`src/rtl/tu_regs_pkg.sv`:
```
package tu_regs_pkg;

  // Word offsets; software relies on these positions.
  localparam logic [11:0] OFS_FLUSH  = 12'h184;
  localparam logic [11:0] OFS_CFG    = 12'h1AC;
  localparam logic [11:0] OFS_FAULT  = 12'h380;
  localparam logic [11:0] OFS_STATUS = 12'h384;
  localparam logic [11:0] OFS_CTRL   = 12'h388;
  localparam logic [11:0] OFS_ROOT   = 12'h38C;

  localparam int unsigned FLUSH_BIT = 4;
  localparam int unsigned OOB_BIT   = 28;
  localparam int unsigned EN_BIT    = 0;
  localparam int unsigned WORD_W    = 32;

  typedef enum logic [2:0] {
    SEL_NONE,
    SEL_FLUSH,
    SEL_CFG,
    SEL_FAULT,
    SEL_STATUS,
    SEL_CTRL,
    SEL_ROOT
  } reg_sel_e;

endpackage

```
`src/rtl/tu_rst_sync.sv`:
```
module tu_rst_sync #(
  parameter int unsigned STAGES = 2
) (
  input  logic clk_i,
  input  logic rst_ni,
  output logic rst_no
);
  logic [STAGES-1:0] chain_q;

  always_ff @(posedge clk_i or negedge rst_ni) begin
    if (!rst_ni) chain_q <= '0;
    else         chain_q <= {chain_q[STAGES-2:0], 1'b1};
  end

  assign rst_no = chain_q[STAGES-1];
endmodule

```
`src/rtl/tu_reg_decode.sv`:
```
module tu_reg_decode
  import tu_regs_pkg::*;
#(
  parameter int unsigned ADDR_W = 12
) (
  input  logic [ADDR_W-1:0] addr_i,
  output reg_sel_e          sel_o
);
  localparam logic [ADDR_W-1:0] A_FLUSH  = ADDR_W'(OFS_FLUSH);
  localparam logic [ADDR_W-1:0] A_CFG    = ADDR_W'(OFS_CFG);
  localparam logic [ADDR_W-1:0] A_FAULT  = ADDR_W'(OFS_FAULT);
  localparam logic [ADDR_W-1:0] A_STATUS = ADDR_W'(OFS_STATUS);
  localparam logic [ADDR_W-1:0] A_CTRL   = ADDR_W'(OFS_CTRL);
  localparam logic [ADDR_W-1:0] A_ROOT   = ADDR_W'(OFS_ROOT);

  always_comb begin
    sel_o = SEL_NONE;
    if      (addr_i == A_FLUSH)  sel_o = SEL_FLUSH;
    else if (addr_i == A_CFG)    sel_o = SEL_CFG;
    else if (addr_i == A_FAULT)  sel_o = SEL_FAULT;
    else if (addr_i == A_STATUS) sel_o = SEL_STATUS;
    else if (addr_i == A_CTRL)   sel_o = SEL_CTRL;
    else if (addr_i == A_ROOT)   sel_o = SEL_ROOT;
  end
endmodule

```
`src/rtl/tu_flush_pulse.sv`:
```
module tu_flush_pulse (
  input  logic clk_i,
  input  logic rst_ni,
  input  logic wr_en_i,
  input  logic wbit_i,
  output logic bit_o,
  output logic pulse_o
);
  logic bit_q, bit_n;
  logic pulse_q, pulse_n;

  always_comb begin
    bit_n   = wr_en_i ? wbit_i : bit_q;
    pulse_n = wr_en_i & wbit_i & ~bit_q;
  end

  always_ff @(posedge clk_i or negedge rst_ni) begin
    if (!rst_ni) begin
      bit_q   <= 1'b0;
      pulse_q <= 1'b0;
    end else begin
      bit_q   <= bit_n;
      pulse_q <= pulse_n;
    end
  end

  assign bit_o   = bit_q;
  assign pulse_o = pulse_q;
endmodule

```
`src/rtl/tu_fault_capture.sv`:
```
module tu_fault_capture #(
  parameter int unsigned NCAUSE = 3,
  parameter int unsigned FA_W   = 32
) (
  input  logic              clk_i,
  input  logic              rst_ni,
  input  logic              capture_en_i,
  input  logic              flt_valid_i,
  input  logic [NCAUSE-1:0] flt_cause_i,
  input  logic [FA_W-1:0]   flt_addr_i,
  input  logic              clr_we_i,
  input  logic [NCAUSE-1:0] clr_mask_i,
  output logic [NCAUSE-1:0] sts_o,
  output logic [FA_W-1:0]   faddr_o
);
  logic [NCAUSE-1:0] sts_q, sts_n, kept, incoming;
  logic [FA_W-1:0]   faddr_q;
  logic              addr_ld;

  always_comb begin
    kept     = clr_we_i ? (sts_q & clr_mask_i) : sts_q;
    incoming = (capture_en_i && flt_valid_i) ? flt_cause_i : '0;
    sts_n    = kept | incoming;
    addr_ld  = (kept == '0) && (incoming != '0);
  end

  always_ff @(posedge clk_i or negedge rst_ni) begin
    if (!rst_ni) sts_q <= '0;
    else         sts_q <= sts_n;
  end

  always_ff @(posedge clk_i or negedge rst_ni) begin
    if (!rst_ni)      faddr_q <= '0;
    else if (addr_ld) faddr_q <= flt_addr_i;
  end

  assign sts_o   = sts_q;
  assign faddr_o = faddr_q;
endmodule

```
`src/rtl/tu_ctrl_regs.sv`:
```
module tu_ctrl_regs
  import tu_regs_pkg::*;
#(
  parameter int unsigned ADDR_W = 12,
  parameter int unsigned XA_W   = 32,
  parameter int unsigned NCAUSE = 3
) (
  input  logic              clk_i,
  input  logic              rst_ni,
  input  logic              bus_sel_i,
  input  logic              bus_wr_i,
  input  logic [ADDR_W-1:0] bus_addr_i,
  input  logic [31:0]       bus_wdata_i,
  output logic [31:0]       bus_rdata_o,
  input  logic [XA_W-1:0]   cli_addr_i,
  input  logic [XA_W-1:0]   wlk_addr_i,
  output logic [XA_W-1:0]   out_addr_o,
  input  logic              flt_valid_i,
  input  logic [NCAUSE-1:0] flt_cause_i,
  input  logic [31:0]       flt_addr_i,
  output logic              xlat_en_o,
  output logic [31:0]       root_base_o,
  output logic              oob_chk_en_o,
  output logic              flush_o,
  output logic              irq_o
);
  localparam int unsigned PAD_W = WORD_W - NCAUSE;

  logic     rst_sn;
  reg_sel_e sel;
  logic     wr_stb, rd_stb;
  logic     flush_bit;
  logic [NCAUSE-1:0] sts_q;
  logic [31:0]       faddr_q;

  logic        en_q, en_n;
  logic        exc_q, exc_n;
  logic        oob_q, oob_n;
  logic [31:0] root_q, root_n;
  logic [31:0] rdata_q, rdata_n;

  tu_rst_sync #(.STAGES(2)) u_rst (
    .clk_i  (clk_i),
    .rst_ni (rst_ni),
    .rst_no (rst_sn)
  );

  tu_reg_decode #(.ADDR_W(ADDR_W)) u_dec (
    .addr_i (bus_addr_i),
    .sel_o  (sel)
  );

  assign wr_stb = bus_sel_i &  bus_wr_i;
  assign rd_stb = bus_sel_i & ~bus_wr_i;

  tu_flush_pulse u_flush (
    .clk_i   (clk_i),
    .rst_ni  (rst_sn),
    .wr_en_i (wr_stb && (sel == SEL_FLUSH)),
    .wbit_i  (bus_wdata_i[FLUSH_BIT]),
    .bit_o   (flush_bit),
    .pulse_o (flush_o)
  );

  tu_fault_capture #(.NCAUSE(NCAUSE), .FA_W(32)) u_flt (
    .clk_i        (clk_i),
    .rst_ni       (rst_sn),
    .capture_en_i (en_q),
    .flt_valid_i  (flt_valid_i),
    .flt_cause_i  (flt_cause_i),
    .flt_addr_i   (flt_addr_i),
    .clr_we_i     (wr_stb && (sel == SEL_STATUS)),
    .clr_mask_i   (bus_wdata_i[NCAUSE-1:0]),
    .sts_o        (sts_q),
    .faddr_o      (faddr_q)
  );

  // Next-state for the plain control registers
  always_comb begin
    en_n   = en_q;
    exc_n  = exc_q;
    oob_n  = oob_q;
    root_n = root_q;
    if (wr_stb) begin
      unique case (sel)
        SEL_CTRL:  en_n   = bus_wdata_i[EN_BIT];
        SEL_FAULT: exc_n  = bus_wdata_i[EN_BIT];
        SEL_CFG:   oob_n  = bus_wdata_i[OOB_BIT];
        SEL_ROOT:  root_n = bus_wdata_i;
        default:   ;
      endcase
    end
  end

  // Read mux
  always_comb begin
    rdata_n = '0;
    unique case (sel)
      SEL_CTRL:   rdata_n[EN_BIT]    = en_q;
      SEL_ROOT:   rdata_n            = root_q;
      SEL_CFG:    rdata_n[OOB_BIT]   = oob_q;
      SEL_FLUSH:  rdata_n[FLUSH_BIT] = flush_bit;
      SEL_FAULT:  rdata_n            = faddr_q;
      SEL_STATUS: rdata_n            = {{PAD_W{1'b0}}, sts_q};
      default:    rdata_n            = '0;
    endcase
  end

  always_ff @(posedge clk_i or negedge rst_sn) begin
    if (!rst_sn) begin
      en_q   <= 1'b0;
      exc_q  <= 1'b0;
      oob_q  <= 1'b0;
      root_q <= '0;
    end else begin
      en_q   <= en_n;
      exc_q  <= exc_n;
      oob_q  <= oob_n;
      root_q <= root_n;
    end
  end

  always_ff @(posedge clk_i or negedge rst_sn) begin
    if (!rst_sn)     rdata_q <= '0;
    else if (rd_stb) rdata_q <= rdata_n;
  end

  assign bus_rdata_o  = rdata_q;
  assign xlat_en_o    = en_q;
  assign root_base_o  = root_q;
  assign oob_chk_en_o = oob_q;
  assign irq_o        = exc_q & (|sts_q);
  assign out_addr_o   = en_q ? wlk_addr_i : cli_addr_i;
endmodule

```
`config.mk`:
```
export PLATFORM = sky130hd
export DESIGN_NAME = tu_ctrl_regs
export DESIGN_NICKNAME = d
export VERILOG_FILES = /design/src/rtl/tu_regs_pkg.sv /design/src/rtl/tu_rst_sync.sv /design/src/rtl/tu_reg_decode.sv /design/src/rtl/tu_flush_pulse.sv /design/src/rtl/tu_fault_capture.sv /design/src/rtl/tu_ctrl_regs.sv
export SDC_FILE = /design/constraint.sdc
export NUM_CORES = 1
export LEC_CHECK = 0
export ABC_CLOCK_PERIOD_IN_PS = 5000
export BUFFER_PORTS_ARGS = -buffer_cell sky130_fd_sc_hd__buf_2
export CAP_MARGIN = 20
export CORE_ASPECT_RATIO = 1.1
export CORE_MARGIN = 2
export CORE_UTILIZATION = 49
export CTS_CLUSTER_SIZE = 16
export DETAILED_ROUTE_END_ITERATION = 12
export PLACE_DENSITY = 0.83
export SYNTH_ARGS = -nofsm -noshare
export SYNTH_HDL_FRONTEND = slang
export SYNTH_SLANG_ARGS = --single-unit
```
`constraint.sdc`:
```
create_clock -name clk_i -period 5 [get_ports clk_i]
set_clock_uncertainty 0.2 [all_clocks]
set_input_delay 0.25 -clock clk_i [delete_from_list [all_inputs] [get_ports clk_i]]
set_output_delay 0.25 -clock clk_i [all_outputs]
set_load 0.01 [all_outputs]
```
==> impl_metrics.env, run 1 <==
export IMPL_outcome="completed"
export IMPL_min_delay_path_class="register to asynchronous set/reset pin"
export IMPL_clock_insertion_delay_worst_skew_ns=0.36
export IMPL_timing_critical_path_required_ns=5.03
export IMPL_crit_path_class="primary input to register"
export IMPL_cts_buffer_depth=2
export IMPL_cp_num_buf_inv=1
export IMPL_slowest_delay_ns=0.89
export IMPL_final_min_period_over_clock_period=0.5769
export IMPL_async_reset_ff_frac=1.000
export IMPL_unrepaired_setup_endpoints_after_global_routing="false"
export IMPL_clk_transition_reported_paths_ns=0.10
export IMPL_detail_route_wirelength_met1_mm=5.715
export IMPL_drc_errors=0
export IMPL_path_delay_family="simple AND/OR/NAND/NOR gates"
export IMPL_highest_layer="met5"
export IMPL_floorplan_die_area_um2=10720
export IMPL_top_post_synthesis_cells_by_count="sky130_fd_sc_hd__dfrtp_1, sky130_fd_sc_hd__mux2_1, sky130_fd_sc_hd__nand2_1, sky130_fd_sc_hd__mux2_2, sky130_fd_sc_hd__o21ai_1"
export IMPL_tmin_final_ns=2.884
export IMPL_antenna_left=0
export IMPL_cts_made_buffers=9
export IMPL_globalRoute_totalOverflow=0
export IMPL_clockRootBuffer="sky130_fd_sc_hd__clkbuf_8"
export IMPL_row_count=38
export IMPL_synth_fa_ha_area_frac=0
export IMPL_grt_util_all_layers=0.3002
export IMPL_synthDominantAreaCellType="sky130_fd_sc_hd__dfrtp_1"
export IMPL_finalHoldViolations=0
export IMPL_setup_total_negative_slack_ns=0
export IMPL_gp_congestion=0.8416
export IMPL_post_synth_xor_area_fraction=0
export IMPL_synth_warnings=0
export IMPL_syn_num_nets=531
export IMPL_post_synthesis_cells=383
export IMPL_maxClockFrequency_ghz=0.3467
export IMPL_io_buffers=247
export IMPL_finalWirelength_mm=15.88
export IMPL_route_vias_total=4474
export IMPL_synth_top_cells_by_area="sky130_fd_sc_hd__dfrtp_1, sky130_fd_sc_hd__mux2_1, sky130_fd_sc_hd__mux2_2"
export IMPL_dr_wl_met2_mm=8.260
export IMPL_crit_path_max_fanout=32
export IMPL_crit_path_cell_trace="buf_2 > or4b_1 > nor4_2 > nor2b_4 > mux2_1"
export IMPL_power_density_nw_per_um2=215.0
export IMPL_synth_seq_cells=106
export IMPL_net_switching_power_uw=371.9
export IMPL_start_kind="primary input"
export IMPL_floorplan_core_area_um2=9747
export IMPL_report_power_total_uw=1527
export IMPL_clock_tree_from_tritoncts="built"
export IMPL_synth_most_common_cell="sky130_fd_sc_hd__dfrtp_1"
export IMPL_cp_data_arrival_time_ns=2.91
export IMPL_synthDominantCellAreaShare=0.5467
export IMPL_yosys_mux_area_fraction=0.2421
export IMPL_cts_sinks=106
export IMPL_dominant_combinational_cell_family_by_area_after_synthesis="multiplexers"
export IMPL_comb_power_share=0.125
export IMPL_yosysUniqueCellTypes=40
export IMPL_syn_avg_cell_area_um2=12.67
export IMPL_met3_wirelength_mm=1.325
export IMPL_synth_seq_area_share=0.5467
export IMPL_p_int_uw=1155
export IMPL_max_cap_viol=0
export IMPL_grt_start_max_net_pins=82
export IMPL_synth_compound_area_frac=0.09412
export IMPL_start_util=0.4978
export IMPL_die_w_um=98.88
export IMPL_postCtsSetupRepairBufs=0
export IMPL_detail_route_iter0_violations=225
export IMPL_worst_margin_slew_ns=1.076
export IMPL_htree_levels=3
export IMPL_grt_pass1_wl_mm=24.63
export IMPL_slew_violations=0
export IMPL_detail_route_wl_per_cell_um=19.32
export IMPL_antenna_violations_before_repair=5
export IMPL_timing_slew_headroom=0.2829
export IMPL_nets=842
export IMPL_clock_power_share=0.304
export IMPL_yosys_most_used_dff="sky130_fd_sc_hd__dfrtp_1"
export IMPL_ioPinCount=248
export IMPL_iteration_count_of_the_initial_detailed_routing_pass=4
export IMPL_net_switching_share_of_the_total_power=0.2436
export IMPL_setup_worst_path_end_class="register"
export IMPL_part_of_the_power_in_registers=0.572
export IMPL_synthSimpleGateAreaFrac=0.08974
export IMPL_layout_area_overhead_vs_synth_pct=46.34
export IMPL_detailed_place_hpwl_mm=11.06
export IMPL_die_height_um=108.4
export IMPL_post_drt_via_cell_ratio=5.443
export IMPL_power_leakage_uw=0.003733
export IMPL_endpoints_failing_setup=0
export IMPL_vdd_drop_max_mv=0.1733
export IMPL_drive_above_1_share=0.4506
export IMPL_synth_edff_count=0
export IMPL_worst_path_max_delay_cell="sky130_fd_sc_hd__nor2b_4"
export IMPL_post_synth_instance_area_um2=4852
export IMPL_first_global_vias=4685
[power by group through the flow]
stage / Clock [uW] / Combinational, uW / Sequential [uW]
final: 463 / 191 / 873
after global routing: 509 / 207 / 875
after CTS: 468 / 186 / 873
after detailed placement: 0 / 144 / 890
after global placement: 0 / 140 / 889
after floorplan: 0 / 45.2 / 897
[layout by cell type (no fill, tap or decap), types with 6 or more instances in the layout]
| master | instances |
|---|---|
| sky130_fd_sc_hd__a22oi_1 | 29 |
| sky130_fd_sc_hd__buf_2 | 247 |
| sky130_fd_sc_hd__buf_4 | 6 |
| sky130_fd_sc_hd__clkbuf_8 | 9 |
| sky130_fd_sc_hd__dfrtp_1 | 105 |
| sky130_fd_sc_hd__dlygate4sd3_1 | 72 |
| sky130_fd_sc_hd__mux2_1 | 67 |
| sky130_fd_sc_hd__mux2_2 | 34 |
| sky130_fd_sc_hd__nand2_1 | 39 |
| sky130_fd_sc_hd__nand3_1 | 6 |
| sky130_fd_sc_hd__o21ai_1 | 30 |
[cell type report]
class                   count  area [um^2]
well taps                 120        150.1
clock inverters             4        28.78
clock buffers              12        135.1
diodes                      3        7.507
fillers                   662         2646
inverters                   1        3.754
repair buffers            326         2029
flip-flops and latches    106         2656
multi-input cells         250         2090
[state kept, by name, summed over array words and instances, names as in the netlist]
name	flops
u_flush.bit_o	1
u_rst.chain_q	2
root_base_o	32
oob_chk_en_o	1
bus_rdata_o	32
u_flt.sts_o	3
u_flush.pulse_o	1
u_flt.faddr_o	32
xlat_en_o	1
exc_q	1
[cells by family (layout without fill, tap and decap cells)]
family / after synthesis / in the layout
other: 1 / 4
AOI/OAI and AO/OA: 67 / 67
muxes: 103 / 103
buffers and inverters: 27 / 343
DFF: 106 / 106
and+or+nand+nor: 79 / 79
[through the flow]
| stage | cell area (um^2) | setup slack, ns | std cells | hold WS (ns) | util |
|---|---|---|---|---|---|
| after floorplan | 4852 | 1.629 | 383 | -0.2456 | - |
| after global placement | 6181 | 1.875 | 730 | -0.1660 | 0.6341 |
| final | 7101 | 2.116 | 822 | 0.02916 | 0.7285 |
| after CTS | 7066 | 2.123 | 818 | 0.01148 | 0.7249 |
| after global routing | 7096 | 1.962 | 820 | 0.04020 | 0.7280 |
| after detailed placement | 6181 | 1.758 | 730 | -0.1645 | 0.6341 |
[per-layer routing]
metal  track usage  up-vias
met5             0        -
met4        0.1213        4
met3       0.08533       45
met2        0.5319      243
met1        0.3415     2163
li1              -     2019
[what timing repair did]
action                    CTS  global route
gates resized for setup     0             0
hold buffers               72             0
hold endpoints to repair   74             0
[path summary, 6_finish.rpt]
kind	startpoint	endpoint	slack (ns)	depth (start not counted)
min	u_rst.chain_q[1]	bus_rdata_o[22]	0.03	0
min in group clk_i	bus_addr_i[9]	u_flush.pulse_o	0.04	3
max in group asynchronous	u_rst.chain_q[1]	bus_rdata_o[4]	3.72	2
max	bus_addr_i[4]	root_base_o[13]	2.12	5
max reg2reg	xlat_en_o	u_flt.sts_o[2]	3.11	4
min reg2reg	u_rst.chain_q[1]	bus_rdata_o[22]	0.03	0
(Power assumes the default switching activity.)
==> run 2, diff against run 1 <==
--- a/config.mk
+++ b/config.mk
@@ -5,15 +5,15 @@
 export SDC_FILE = /design/constraint.sdc
 export NUM_CORES = 1
 export LEC_CHECK = 0
-export ABC_CLOCK_PERIOD_IN_PS = 5000
+export ABC_CLOCK_PERIOD_IN_PS = 2800
 export BUFFER_PORTS_ARGS = -buffer_cell sky130_fd_sc_hd__buf_2
 export CAP_MARGIN = 20
 export CORE_ASPECT_RATIO = 1.1
 export CORE_MARGIN = 2
-export CORE_UTILIZATION = 49
+export CORE_UTILIZATION = 46
 export CTS_CLUSTER_SIZE = 16
 export DETAILED_ROUTE_END_ITERATION = 12
-export PLACE_DENSITY = 0.83
+export PLACE_DENSITY = 0.79
 export SYNTH_ARGS = -nofsm -noshare
 export SYNTH_HDL_FRONTEND = slang
 export SYNTH_SLANG_ARGS = --single-unit
==> constraint.sdc (replaced) <==
create_clock -name clk_i -period 2.8 [get_ports clk_i]
set_clock_uncertainty 0.2 [all_clocks]
set_input_delay 0.14 -clock clk_i [delete_from_list [all_inputs] [get_ports clk_i]]
set_output_delay 0.14 -clock clk_i [all_outputs]
set_load 0.01 [all_outputs]
==> run 2 against run 1 <==
- global-route usage down 2.8 points
- sequential power rose by 80%
- sequential cell count unchanged
- sequential share of layout area is 1.6 points lower
- final area up 4.4%
- cell count up 4.5%
- count of clock-buffer cells in the layout fell by 2
- combinational power up 73%
- critical path depth up 3
- non-clock buffer count rose by 11
==> impl_metrics.env, run 2 (same netlist as run 1, synthesis figures left out) <==
export IMPL_iteration_count_of_the_initial_detailed_routing_pass=6
export IMPL_cts_sinks=106
export IMPL_cp_common_cell="sky130_fd_sc_hd__dlygate4sd3_1"
export IMPL_sequential_cell_area_um2=2656
export IMPL_rr_endpoint="u_flt.sts_o[2]"
export IMPL_unrepaired_setup_endpoints_after_global_routing="false"
export IMPL_route_vias_total=4469
export IMPL_detail_route_wl_per_cell_um=17.92
export IMPL_setup_total_negative_slack_ns=0
export IMPL_start_kind="primary input"
export IMPL_drc_errors=0
export IMPL_placement_setup_worst_slack_ns=0.3199
export IMPL_clock_tree_from_tritoncts="built"
export IMPL_setup_worst_path_end_class="register"
export IMPL_maxClockFrequency_ghz=0.3976
export IMPL_path_delay_family="buffers and inverters"
export IMPL_max_cap_viol=0
export IMPL_timing_slew_headroom=0.5104
export IMPL_placed_cells=760
export IMPL_clock_insertion_delay_worst_skew_ns=0.34
export IMPL_post_drt_via_cell_ratio=5.203
export IMPL_critical_path_depth=8
export IMPL_worst_margin_slew_ns=0.7345
export IMPL_vdd_drop_max_mv=0.2622
export IMPL_multi_input_area_um2=2090
export IMPL_cp_num_buf_inv=4
export IMPL_dr_wl_met2_mm=8.314
export IMPL_regToRegStartpoint="xlat_en_o"
export IMPL_first_global_vias=4782
export IMPL_cts_made_buffers=9
export IMPL_row_count=39
export IMPL_cp_data_arrival_time_ns=2.54
export IMPL_hp_start="bus_addr_i[3]"
export IMPL_grt_start_max_net_pins=58
export IMPL_slowest_delay_ns=0.57
export IMPL_slew_violations=0
export IMPL_antenna_violations_before_repair=6
export IMPL_min_to="bus_rdata_o[4]"
export IMPL_crit_path_cell_trace="dlygate4sd3_1 > buf_2 > nand4bb_1 > buf_4 > nor4b_4 > nand3_1 > mux2_1 > dlygate4sd3_1"
export IMPL_timing_critical_path_required_ns=2.82
export IMPL_cts_hold_buffers=76
export IMPL_cts_buffer_depth=2
export IMPL_detailed_place_hpwl_mm=10.68
export IMPL_report_power_total_uw=3284
export IMPL_clockRootBuffer="sky130_fd_sc_hd__clkbuf_16"
export IMPL_worst_path_max_delay_cell="sky130_fd_sc_hd__dlygate4sd3_1"
export IMPL_layout_filler_cells=732
export IMPL_ioPinCount=248
export IMPL_crit_path_class="primary input to register"
export IMPL_timing_reg2reg_worst_path_depth=5
export IMPL_power_leakage_uw=0.003887
export IMPL_globalRoute_totalOverflow=0
export IMPL_highest_layer="met4"
export IMPL_antenna_left=0
export IMPL_floorplan_core_area_um2=10340
export IMPL_outcome="completed"
export IMPL_die_height_um=111.7
export IMPL_clk_transition_reported_paths_ns=0.07
export IMPL_detail_route_wirelength_met1_mm=5.577
export IMPL_mostFrequentLayoutCells="sky130_fd_sc_hd__buf_2, sky130_fd_sc_hd__dfrtp_1, sky130_fd_sc_hd__dlygate4sd3_1"
export IMPL_finalWirelength_mm=15.40
export IMPL_postCtsSetupRepairBufs=0
export IMPL_grt_pass1_wl_mm=23.74
export IMPL_start_util=0.4690
export IMPL_crit_path_max_fanout=8
export IMPL_most_common_library_cell_in_the_layout_ignoring_fill_and_taps="sky130_fd_sc_hd__buf_2"
export IMPL_finalHoldViolations=0
export IMPL_finish_cell_count_without_fillers=859
export IMPL_endpoints_failing_setup=0
export IMPL_tmin_final_ns=2.515
export IMPL_reg2reg_slack_ns=0.65
export IMPL_cts_resized=0
export IMPL_drive_above_1_share=0.4577
export IMPL_power_density_nw_per_um2=442.9
export IMPL_gp_congestion=0.8740
export IMPL_io_buffers=247
export IMPL_die_w_um=101.9
export IMPL_holdPathStages=3
export IMPL_final_min_period_over_clock_period=0.8984
export IMPL_layout_area_overhead_vs_synth_pct=52.81
export IMPL_htree_levels=3
export IMPL_detail_route_iter0_violations=247
export IMPL_min_delay_path_class="primary input to register"
export IMPL_grt_util_all_layers=0.2718
export IMPL_floorplan_die_area_um2=11390
export IMPL_met3_wirelength_um=921
export IMPL_setup_ws_ns=0.2846
export IMPL_nets=853
==> run 2: routing by layer <==
| layer | vias to the layer above | track usage |
|---|---|---|
| li1 | 2049 | - |
| met1 | 2140 | 0.2930 |
| met2 | 238 | 0.4908 |
| met3 | 42 | 0.05775 |
| met4 | 0 | 0.1387 |
| met5 | - | 0 |
==> run 2: where the power goes <==
| part | leakage, uW | internal [uW] | switching, uW |
|---|---|---|---|
| sequential | 0.00147 | 1540 | 23.2 |
| clock | 0.000165 | 821 | 566 |
| combinational | 0.00225 | 196 | 135 |
==> run 2: how the worst max path moves through the flow <==
stage	endpoint	slack, ns	from
4_1_cts	exc_q	0.32	bus_addr_i[9]
3_5_place_dp	u_flush.bit_o	0.32	bus_addr_i[4]
2_1_floorplan	u_flush.bit_o	0.51	bus_addr_i[4]
5_1_grt	exc_q	0.23	bus_addr_i[9]
6_report	exc_q	0.28	bus_addr_i[9]
3_3_place_gp	u_flush.bit_o	0.37	bus_addr_i[4]
==> run 2: worst min-delay path, stage by stage <==
cell and delay (ns):
sky130_fd_sc_hd__buf_2 0.18, sky130_fd_sc_hd__a211o_1 0.13, sky130_fd_sc_hd__a31oi_1 0.07
==> run 2: metrics by stage <==
step	util	cell area (um^2)	hold WS (ns)
floorplan	-	4853	-0.3556
global placement	0.6066	6275	-0.2748
detailed placement	0.6066	6275	-0.2702
CTS	0.7126	7372	0.002007
global route	0.7167	7415	0.03044
finish	0.7167	7415	0.01875
==> run 2: area by class of cell <==
cell class | count | area share
Tap cell | 143 | 0.02413
Inverter | 1 | 0.0005062
Multi-Input combinational cell | 250 | 0.2818
Sequential cell | 106 | 0.3583
Clock inverter | 6 | 0.01316
Clock buffer | 10 | 0.03223
Timing Repair Buffer | 337 | 0.2879
Antenna cell | 6 | 0.002025
